**src/rtl/spi_port_pkg.sv**
```systemverilog
package spi_port_pkg;
  localparam int BYTE_W = 8;
  localparam int RATE_CNT_W = 7;

  localparam logic [1:0] ADDR_CTRL = 2'd0;
  localparam logic [1:0] ADDR_STAT = 2'd1;
  localparam logic [1:0] ADDR_DATA = 2'd2;

  localparam logic [BYTE_W-1:0] CTRL_RST = 8'h04;

  typedef struct packed {
    logic       irq_en;
    logic       enable;
    logic       lsb_first;
    logic       master;
    logic       cpol;
    logic       cpha;
    logic [1:0] rate;
  } ctrl_t;

  // System clocks per SCK half-period for each rate code
  function automatic int half_period(input logic [1:0] code);
    case (code)
      2'd0:    half_period = 2;
      2'd1:    half_period = 8;
      2'd2:    half_period = 32;
      default: half_period = 64;
    endcase
  endfunction
endpackage

```
**src/rtl/spi_in_sync.sv**
```systemverilog
module spi_in_sync #(
  parameter int N = 3,
  parameter int STAGES = 2,
  parameter logic [N-1:0] RST_VAL = '0
) (
  input  logic         clk,
  input  logic         rst_n,
  input  logic [N-1:0] d,
  output logic [N-1:0] q
);
  logic [N-1:0] stage_q [STAGES];

  generate
    for (genvar s = 0; s < STAGES; s++) begin : g_stage
      if (s == 0) begin : g_first
        always_ff @(posedge clk or negedge rst_n) begin
          if (!rst_n) stage_q[s] <= RST_VAL;
          else        stage_q[s] <= d;
        end
      end else begin : g_next
        always_ff @(posedge clk or negedge rst_n) begin
          if (!rst_n) stage_q[s] <= RST_VAL;
          else        stage_q[s] <= stage_q[s-1];
        end
      end
    end
  endgenerate

  assign q = stage_q[STAGES-1];
endmodule

```
**src/rtl/spi_rate_gen.sv**
```systemverilog
module spi_rate_gen
  import spi_port_pkg::*;
#(
  parameter int CNT_W = RATE_CNT_W
) (
  input  logic       clk,
  input  logic       rst_n,
  input  logic       run,
  input  logic [1:0] rate,
  output logic       tick
);
  logic [CNT_W-1:0] cnt_q, cnt_d, limit;

  always_comb begin
    limit = CNT_W'(half_period(rate) - 1);
    tick  = run && (cnt_q == limit);
    if (!run || tick) cnt_d = '0;
    else              cnt_d = cnt_q + 1'b1;
  end

  always_ff @(posedge clk or negedge rst_n) begin
    if (!rst_n) cnt_q <= '0;
    else        cnt_q <= cnt_d;
  end
endmodule

```
**src/rtl/spi_shift_core.sv**
```systemverilog
module spi_shift_core #(
  parameter int DATA_W = 8
) (
  input  logic              clk,
  input  logic              rst_n,
  input  logic              run,
  input  logic              load,
  input  logic [DATA_W-1:0] load_val,
  input  logic              edge_ev,
  input  logic              cpha,
  input  logic              lsb_first,
  input  logic              din,
  output logic [DATA_W-1:0] data,
  output logic              dout,
  output logic              active,
  output logic              done
);
  localparam int EDGES  = 2 * DATA_W;
  localparam int EDGE_W = $clog2(EDGES);

  logic [EDGE_W-1:0] ecnt_q, ecnt_d;
  logic              hold_q, hold_d;
  logic [DATA_W-1:0] sr_q, sr_d;
  logic              lead, last, do_sample, do_shift;

  function automatic logic [DATA_W-1:0] push_bit(input logic [DATA_W-1:0] v,
                                                 input logic b, input logic lsb);
    if (lsb) push_bit = {b, v[DATA_W-1:1]};
    else     push_bit = {v[DATA_W-2:0], b};
  endfunction

  always_comb begin
    lead      = ~ecnt_q[0];
    last      = (ecnt_q == EDGE_W'(EDGES - 1));
    do_sample = cpha ? ~lead : lead;
    do_shift  = cpha ? (lead && (ecnt_q != '0)) : ~lead;
    ecnt_d    = ecnt_q;
    hold_d    = hold_q;
    sr_d      = sr_q;
    if (!run) begin
      ecnt_d = '0;
    end else if (edge_ev) begin
      ecnt_d = last ? '0 : ecnt_q + 1'b1;
      if (do_sample) hold_d = din;
      if (do_shift)  sr_d = push_bit(sr_q, hold_q, lsb_first);
      if (cpha && last) sr_d = push_bit(sr_q, din, lsb_first);
    end
    if (load) sr_d = load_val;
  end

  always_ff @(posedge clk or negedge rst_n) begin
    if (!rst_n) begin
      ecnt_q <= '0;
      hold_q <= 1'b0;
    end else begin
      ecnt_q <= ecnt_d;
      hold_q <= hold_d;
    end
  end

  // Data register keeps its contents through reset
  always_ff @(posedge clk) sr_q <= sr_d;

  assign data   = sr_q;
  assign dout   = lsb_first ? sr_q[0] : sr_q[DATA_W-1];
  assign active = (ecnt_q != '0);
  assign done   = run && edge_ev && last;
endmodule

```
**src/rtl/spi_port_ctrl.sv**
```systemverilog
module spi_port_ctrl
  import spi_port_pkg::*;
(
  input  logic              clk,
  input  logic              rst_n,
  input  logic [1:0]        reg_addr,
  input  logic              reg_wr,
  input  logic              reg_rd,
  input  logic [BYTE_W-1:0] reg_wdata,
  output logic [BYTE_W-1:0] reg_rdata,
  input  logic              glb_irq_en,
  output logic              irq,
  output logic              sck_o,
  output logic              mosi_o,
  input  logic              miso_i,
  input  logic              sck_i,
  input  logic              ss_n_i,
  input  logic              mosi_i,
  output logic              miso_o,
  output logic              miso_oe
);
  ctrl_t ctrl_q, ctrl_d;
  logic  spif_q, spif_d, wcol_q, wcol_d, armed_q, armed_d;
  logic  m_busy_q, m_busy_d, m_phase_q, m_phase_d;
  logic  sck_prev_q;
  logic  sck_s, ss_n_s, mosi_s;
  logic  m_tick, master_mode, slave_sel, run, edge_ev, din, busy, start;
  logic  data_wr, data_acc, stat_rd, ctrl_wr;
  logic  core_active, xfer_done, sdout;
  logic [BYTE_W-1:0] sr_data;

  spi_in_sync #(.N(3), .STAGES(2), .RST_VAL(3'b010)) u_sync (
    .clk(clk), .rst_n(rst_n),
    .d({sck_i, ss_n_i, mosi_i}),
    .q({sck_s, ss_n_s, mosi_s})
  );

  spi_rate_gen u_rate (
    .clk(clk), .rst_n(rst_n), .run(m_busy_q), .rate(ctrl_q.rate), .tick(m_tick)
  );

  always_comb begin
    master_mode = ctrl_q.enable && ctrl_q.master;
    slave_sel   = ctrl_q.enable && !ctrl_q.master && !ss_n_s;
    run         = master_mode ? m_busy_q : slave_sel;
    edge_ev     = master_mode ? m_tick : (slave_sel && (sck_s != sck_prev_q));
    din         = master_mode ? miso_i : mosi_s;
    busy        = master_mode ? m_busy_q : (slave_sel && core_active);
    data_wr     = reg_wr && (reg_addr == ADDR_DATA);
    data_acc    = (reg_wr || reg_rd) && (reg_addr == ADDR_DATA);
    stat_rd     = reg_rd && (reg_addr == ADDR_STAT);
    ctrl_wr     = reg_wr && (reg_addr == ADDR_CTRL);
    start       = data_wr && !busy && master_mode;
  end

  spi_shift_core #(.DATA_W(BYTE_W)) u_core (
    .clk(clk), .rst_n(rst_n), .run(run), .load(data_wr && !busy),
    .load_val(reg_wdata), .edge_ev(edge_ev), .cpha(ctrl_q.cpha),
    .lsb_first(ctrl_q.lsb_first), .din(din), .data(sr_data), .dout(sdout),
    .active(core_active), .done(xfer_done)
  );

  // Next state: control, master sequencing, flags
  always_comb begin
    ctrl_d    = ctrl_wr ? ctrl_t'(reg_wdata) : ctrl_q;
    m_busy_d  = m_busy_q;
    if (!master_mode)   m_busy_d = 1'b0;
    else if (start)     m_busy_d = 1'b1;
    else if (xfer_done) m_busy_d = 1'b0;
    if (!m_busy_q)   m_phase_d = 1'b0;
    else if (m_tick) m_phase_d = ~m_phase_q;
    else             m_phase_d = m_phase_q;

    spif_d  = spif_q;
    wcol_d  = wcol_q;
    armed_d = armed_q;
    if (stat_rd && (spif_q || wcol_q)) armed_d = 1'b1;
    if (data_acc && armed_q) begin
      spif_d  = 1'b0;
      wcol_d  = 1'b0;
      armed_d = 1'b0;
    end
    if (data_wr && busy) wcol_d = 1'b1;
    if (xfer_done)       spif_d = 1'b1;
  end

  always_ff @(posedge clk or negedge rst_n) begin
    if (!rst_n) begin
      ctrl_q     <= ctrl_t'(CTRL_RST);
      m_busy_q   <= 1'b0;
      m_phase_q  <= 1'b0;
      spif_q     <= 1'b0;
      wcol_q     <= 1'b0;
      armed_q    <= 1'b0;
      sck_prev_q <= 1'b0;
    end else begin
      ctrl_q     <= ctrl_d;
      m_busy_q   <= m_busy_d;
      m_phase_q  <= m_phase_d;
      spif_q     <= spif_d;
      wcol_q     <= wcol_d;
      armed_q    <= armed_d;
      sck_prev_q <= sck_s;
    end
  end

  always_comb begin
    case (reg_addr)
      ADDR_CTRL: reg_rdata = ctrl_q;
      ADDR_STAT: reg_rdata = {spif_q, wcol_q, 6'b0};
      ADDR_DATA: reg_rdata = sr_data;
      default:   reg_rdata = '0;
    endcase
  end

  assign irq     = spif_q && ctrl_q.irq_en && glb_irq_en;
  assign sck_o   = ctrl_q.cpol ^ m_phase_q;
  assign mosi_o  = sdout;
  assign miso_o  = sdout;
  assign miso_oe = slave_sel;

  AST_SCK_IDLE: assert property (@(posedge clk) disable iff (!rst_n)
    !m_busy_q |-> (sck_o == ctrl_q.cpol));
  AST_COLLIDE: assert property (@(posedge clk) disable iff (!rst_n)
    (data_wr && busy) |=> wcol_q);
  AST_DONE_AT_END: assert property (@(posedge clk) disable iff (!rst_n)
    $rose(spif_q) |-> $past(busy));
  AST_FLAG_CLEAR: assert property (@(posedge clk) disable iff (!rst_n)
    (armed_q && data_acc && !xfer_done && !(data_wr && busy))
      |=> (!spif_q && !wcol_q));
  AST_MASTER_START: assert property (@(posedge clk) disable iff (!rst_n)
    (data_wr && !busy && master_mode) |=> m_busy_q);
endmodule

```
**config.mk**
```make
export PLATFORM = sky130hd
export DESIGN_NAME = spi_port_ctrl
export DESIGN_NICKNAME = d
export VERILOG_FILES = /design/src/rtl/spi_port_pkg.sv /design/src/rtl/spi_in_sync.sv /design/src/rtl/spi_rate_gen.sv /design/src/rtl/spi_shift_core.sv /design/src/rtl/spi_port_ctrl.sv
export SDC_FILE = /design/constraint.sdc
export NUM_CORES = 1
export LEC_CHECK = 0
export CAP_MARGIN = 20
export CORE_AREA = 3 3 67 69
export DETAILED_ROUTE_END_ITERATION = 6
export DIE_AREA = 0 0 70 72
export PLACE_DENSITY_LB_ADDON = 0.2
export SLEW_MARGIN = 20
export SYNTH_ARGS = -nofsm -noshare
export SYNTH_HDL_FRONTEND = slang
export SYNTH_SLANG_ARGS = --single-unit
```
**constraint.sdc**
```tcl
create_clock -name clk -period 3.22 [get_ports clk]
set_input_delay 0.966 -clock clk [delete_from_list [all_inputs] [get_ports clk]]
set_output_delay 0.966 -clock clk [all_outputs]
set_load 0.01 [all_outputs]
```
==> impl_summary.log <==
[metrics] asr flop ratio synth: between 80% and 90%
[metrics] beginning of the worst hold path: u_sync.stage_q[4]$_DFF_PN1_
[metrics] final antenna-violating net count: 0
[metrics] startpoint-to-endpoint class of the critical path: input pin to output pin
[metrics] sequence of cells on the critical path: clkdlybuf4s50_1 > buf_4 > nor2_1 > clkdlybuf4s50_1
[metrics] pins over their slew limit: 0
[metrics] Total Routed Length: ~4.5 mm
[metrics] dominant cells by area after synthesis: sky130_fd_sc_hd__dfrtp_1 35%, sky130_fd_sc_hd__edfxtp_1 11%, sky130_fd_sc_hd__mux2i_1 8.6%, sky130_fd_sc_hd__mux2_2 5.9%, sky130_fd_sc_hd__o21ai_0 4.1%
[metrics] number of CTS-inserted buffers: 5
[metrics] post-CTS clock slew at the launch and capture registers of the worst setup and hold paths: around 0.07 ns
[metrics] TritonCTS clock tree: yes
[metrics] count of pins on the block boundary: 32
[metrics] Max H-tree Level: 2
[metrics] final worst path period need: approximately 3.2 ns
[metrics] via count: ~1,600
[metrics] clock insertion delay at the later pin of the skew report: between 0.2 and 0.3 ns
[metrics] headroom to the max-slew limit: 47.2%
[metrics] Hold/Removal Path Class: flip-flop to flip-flop
[metrics] wire length of the first global-routing pass: between 7 and 8 mm
[metrics] number of clock sinks seen by CTS: 40
[metrics] share of final-layout standard cells stronger than drive strength 1: about 17%
[metrics] cell depth of the worst min-delay path: 0
[metrics] residual DRC count: 0
[metrics] Post-DP HPWL: 3.26 mm
[metrics] terminating pin of the worst hold path: u_sync.q[1]$_DFF_PN1_
[metrics] Post-Route Setup TNS: 0 ns
[metrics] setup-violating endpoint count in the final report: 0
[metrics] buffer cell driving the clock tree root: sky130_fd_sc_hd__clkbuf_8
[metrics] remaining global-route overflow: 0
[metrics] reported max-cap violation count: 0
[metrics] height of the die: 72 um
[metrics] worst setup slack for register-to-register paths: approximately 0.6 ns
[metrics] critical register-to-register path endpoint: u_core.data[6]$_DFFE_PP_
[metrics] Max Fclk: approximately 0.31 GHz
[metrics] count of state elements after synthesis: 40
[metrics] die outline area: 5040 um2
[metrics] via count normalized by instance count: about 5.5
[metrics] total number of nets in the final design: about 260
[metrics] WL per Instance: ~16 um
[metrics] delay of the slowest cell on the worst path: ~0.54 ns
[metrics] diode count: 0
[metrics] number of synthesis warnings: 0
[metrics] Pre-antenna DRT Iters: 6
[metrics] deepest clock path buffer count: 2
[metrics] worst-case setup slack after placement: -0.378 ns
[metrics] post-synthesis instance area: about 2100 um2
[metrics] worst hold slack: approximately 0.36 ns
[metrics] count of cell types in the netlist: 43
[metrics] row cnt: 23
[metrics] layout overhead on the synthesized area: 25.9%
[metrics] fraction of the cycle the final worst path needs: about 99%
[metrics] arrival time at the worst endpoint: approximately 2.2 ns
[metrics] Placer Congestion: around 0.83
[metrics] Yosys top cell area share: a little over a third
[metrics] startpoint type of the worst setup path: input pin
[metrics] critical path's slowest cell: sky130_fd_sc_hd__clkdlybuf4s50_1
[metrics] number of violations reported at the end of detailed-routing iteration 0: 60
[metrics] Die Span X: about 70 um
[metrics] initial antenna violation count: 0
[metrics] standard cell core area: roughly 4000 um2
[metrics] count of final hold-check violations: 0
[metrics] post-synth net total: ~220
[metrics] sort of element at the end of the critical path: output pin
[metrics] CTS Hold Bufs: 0
[metrics] Crit path required time: approximately 2.3 ns
[metrics] largest net degree at the start of global routing: 33
[metrics] FF-to-FF Start: ctrl_q[1]$_DFFE_PN0P_
[metrics] Synth Flop Type: sky130_fd_sc_hd__dfrtp_1
[metrics] Avg Synthesized Cell Area: between 10 and 15 um2
[metrics] Worst Clk Skew: between 0.006 and 0.007 ns
[metrics] Pleak: ~1.2 nW
[metrics] total routing resource utilization after global routing: 19.3%
[metrics] critical path fanouts, max: 10
[metrics] number of filler instances in the final layout: 303
[metrics] Buffers on Ports: 31
[metrics] cell type contributing the most total cell area after synthesis: sky130_fd_sc_hd__dfrtp_1
[metrics] VDD IR-drop max: ~0.30 mV
[metrics] buffer and inverter count on the worst path: 3
[metrics] post-route total power: 0.00132 W
[metrics] dominant delay contributor by cell family on the critical path: buffers and inverters
[metrics] number of enable-type register cells in the synthesized netlist: 8
[metrics] number of global-route vias before repair: approximately 1,600
[metrics] RSZ-0062 raised after global routing: false
[metrics] initial cell density of the core: 52.6%
[metrics] setup ws final: approximately 0.038 ns
[metrics] Synth Instances: 196
[metrics] areal power density over the cells: roughly 500 nW/um2
[metrics] transition time at the pin with the least slew margin: just under 0.8 ns
[metrics] sequential cell area fraction in the yosys report: about half
[metrics] most frequently used cell type in the post-synthesis netlist: sky130_fd_sc_hd__dfrtp_1
[metrics] cells on worst reg2reg path: 5
[metrics] outcome: finished, final reports clean
[metrics] most numerous cell on the critical path: sky130_fd_sc_hd__clkdlybuf4s50_1
[metrics] Commonest cells post-synth: 29 x sky130_fd_sc_hd__dfrtp_1, 21 x sky130_fd_sc_hd__nand2_1, 19 x sky130_fd_sc_hd__nor2_1, 18 x sky130_fd_sc_hd__mux2i_1, 17 x sky130_fd_sc_hd__o21ai_0
==> logic make-up after synthesis <==
group	synth area share [%]
xor gates and xnor gates	3.77
muxes	15.3
AOI/OAI and AO/OA	11.6
adders and majority gates	1.80
buffers and inverters	2.39
DFF	50.0
and+or+nand+nor	15.3
==> registers in the layout, summed over array words and instances, names as in the netlist <==
signal	cells
m_phase_q	1
u_core.hold_q	1
ctrl_q	8
spif_q	1
sck_prev_q	1
u_core.data	8
u_sync.stage_q	3
m_busy_q	1
wcol_q	1
u_core.ecnt_q	4
armed_q	1
u_sync.q	3
u_rate.cnt_q	7
==> layout by cell type, fill, tap and decap left out, types with 2 or more instances in the layout <==
cell                              netlist  routed
sky130_fd_sc_hd__a211oi_1               2       2
sky130_fd_sc_hd__a21oi_1                5       5
sky130_fd_sc_hd__and2_1                 2       2
sky130_fd_sc_hd__and3_1                 2       2
sky130_fd_sc_hd__buf_4                  1       6
sky130_fd_sc_hd__clkbuf_8               0       7
sky130_fd_sc_hd__clkdlybuf4s50_1        0      24
sky130_fd_sc_hd__dfrtp_1               29      29
sky130_fd_sc_hd__dfstp_2                3       3
sky130_fd_sc_hd__dlygate4sd2_1          0       2
sky130_fd_sc_hd__dlymetal6s2s_1         0       4
sky130_fd_sc_hd__edfxtp_1               8       8
sky130_fd_sc_hd__ha_1                   3       3
sky130_fd_sc_hd__inv_1                  6       6
sky130_fd_sc_hd__mux2_2                11      11
sky130_fd_sc_hd__mux2i_1               18      18
sky130_fd_sc_hd__nand2_1               21      21
sky130_fd_sc_hd__nand2b_1               2       2
sky130_fd_sc_hd__nand3_1                6       6
sky130_fd_sc_hd__nor2_1                19      19
sky130_fd_sc_hd__nor2b_1                4       3
sky130_fd_sc_hd__o211ai_1               2       2
sky130_fd_sc_hd__o21ai_0               17      17
sky130_fd_sc_hd__o21ai_1                2       2
sky130_fd_sc_hd__or2_2                  2       2
sky130_fd_sc_hd__xnor2_1                3       3
sky130_fd_sc_hd__xor2_1                 6       6
==> worst max path at each step <==
| stage | startpoint | end | cells after the start |
|---|---|---|---|
| 4_1_cts | reg_addr[1] | reg_rdata[5] | 5 |
| 3_3_place_gp | reg_addr[1] | reg_rdata[7] | 5 |
| 5_1_grt | reg_addr[0] | reg_rdata[5] | 4 |
| 6_report | reg_addr[0] | reg_rdata[4] | 4 |
| 2_1_floorplan | reg_addr[1] | reg_rdata[6] | 3 |
| 3_5_place_dp | reg_addr[1] | reg_rdata[7] | 5 |
==> repair_timing <==
action / 4_1_cts / 5_1_grt
setup buffers: 0 / 0
gates resized for setup: 4 / 6
endpoints found under the setup margin: 8 / 6
==> per-stage QoR <==
stage,instance area (um2),utilization [%],std cells
6_report,2630,66.3,286
5_1_grt,2630,66.3,286
4_1_cts,2630,66.1,286
3_5_place_dp,2500,63.0,278
3_3_place_gp,2500,63.0,278
2_1_floorplan,2090,-,196
==> worst register-to-register path, cell delays in order, from the launching register on <==
cell and delay [ns]:
sky130_fd_sc_hd__dfrtp_1 0.46, sky130_fd_sc_hd__nor4b_2 0.29, sky130_fd_sc_hd__a31oi_1 0.12, sky130_fd_sc_hd__a2111oi_4 0.60, sky130_fd_sc_hd__nor2_1 0.12, sky130_fd_sc_hd__o21bai_1 0.66
==> where the power goes <==
part | internal [W] | total [W] | switching (W)
clock | 0.000273 | 0.000445 | 0.000172
sequential | 0.000571 | 0.000627 | 0.0000553
combinational | 0.000140 | 0.000250 | 0.000110
==> cell type report <==
class | count | area, um2 | share of cell area [%]
multi-input combinational | 144 | 998 | 37.9
clock inverter | 1 | 30.0 | 1.14
inverter | 6 | 22.5 | 0.856
sequential | 40 | 1040 | 39.7
clock buffer | 7 | 96.3 | 3.66
timing repair buffer | 38 | 378 | 14.4
tap | 50 | 62.6 | 2.38
==> per-layer routing <==
metal	wire length [um]	track usage, %
met4	59	5.32
met1	1960	24.8
met5	0	0
met2	2250	32.8
met3	202	4.71
(Power assumes the default switching activity.)
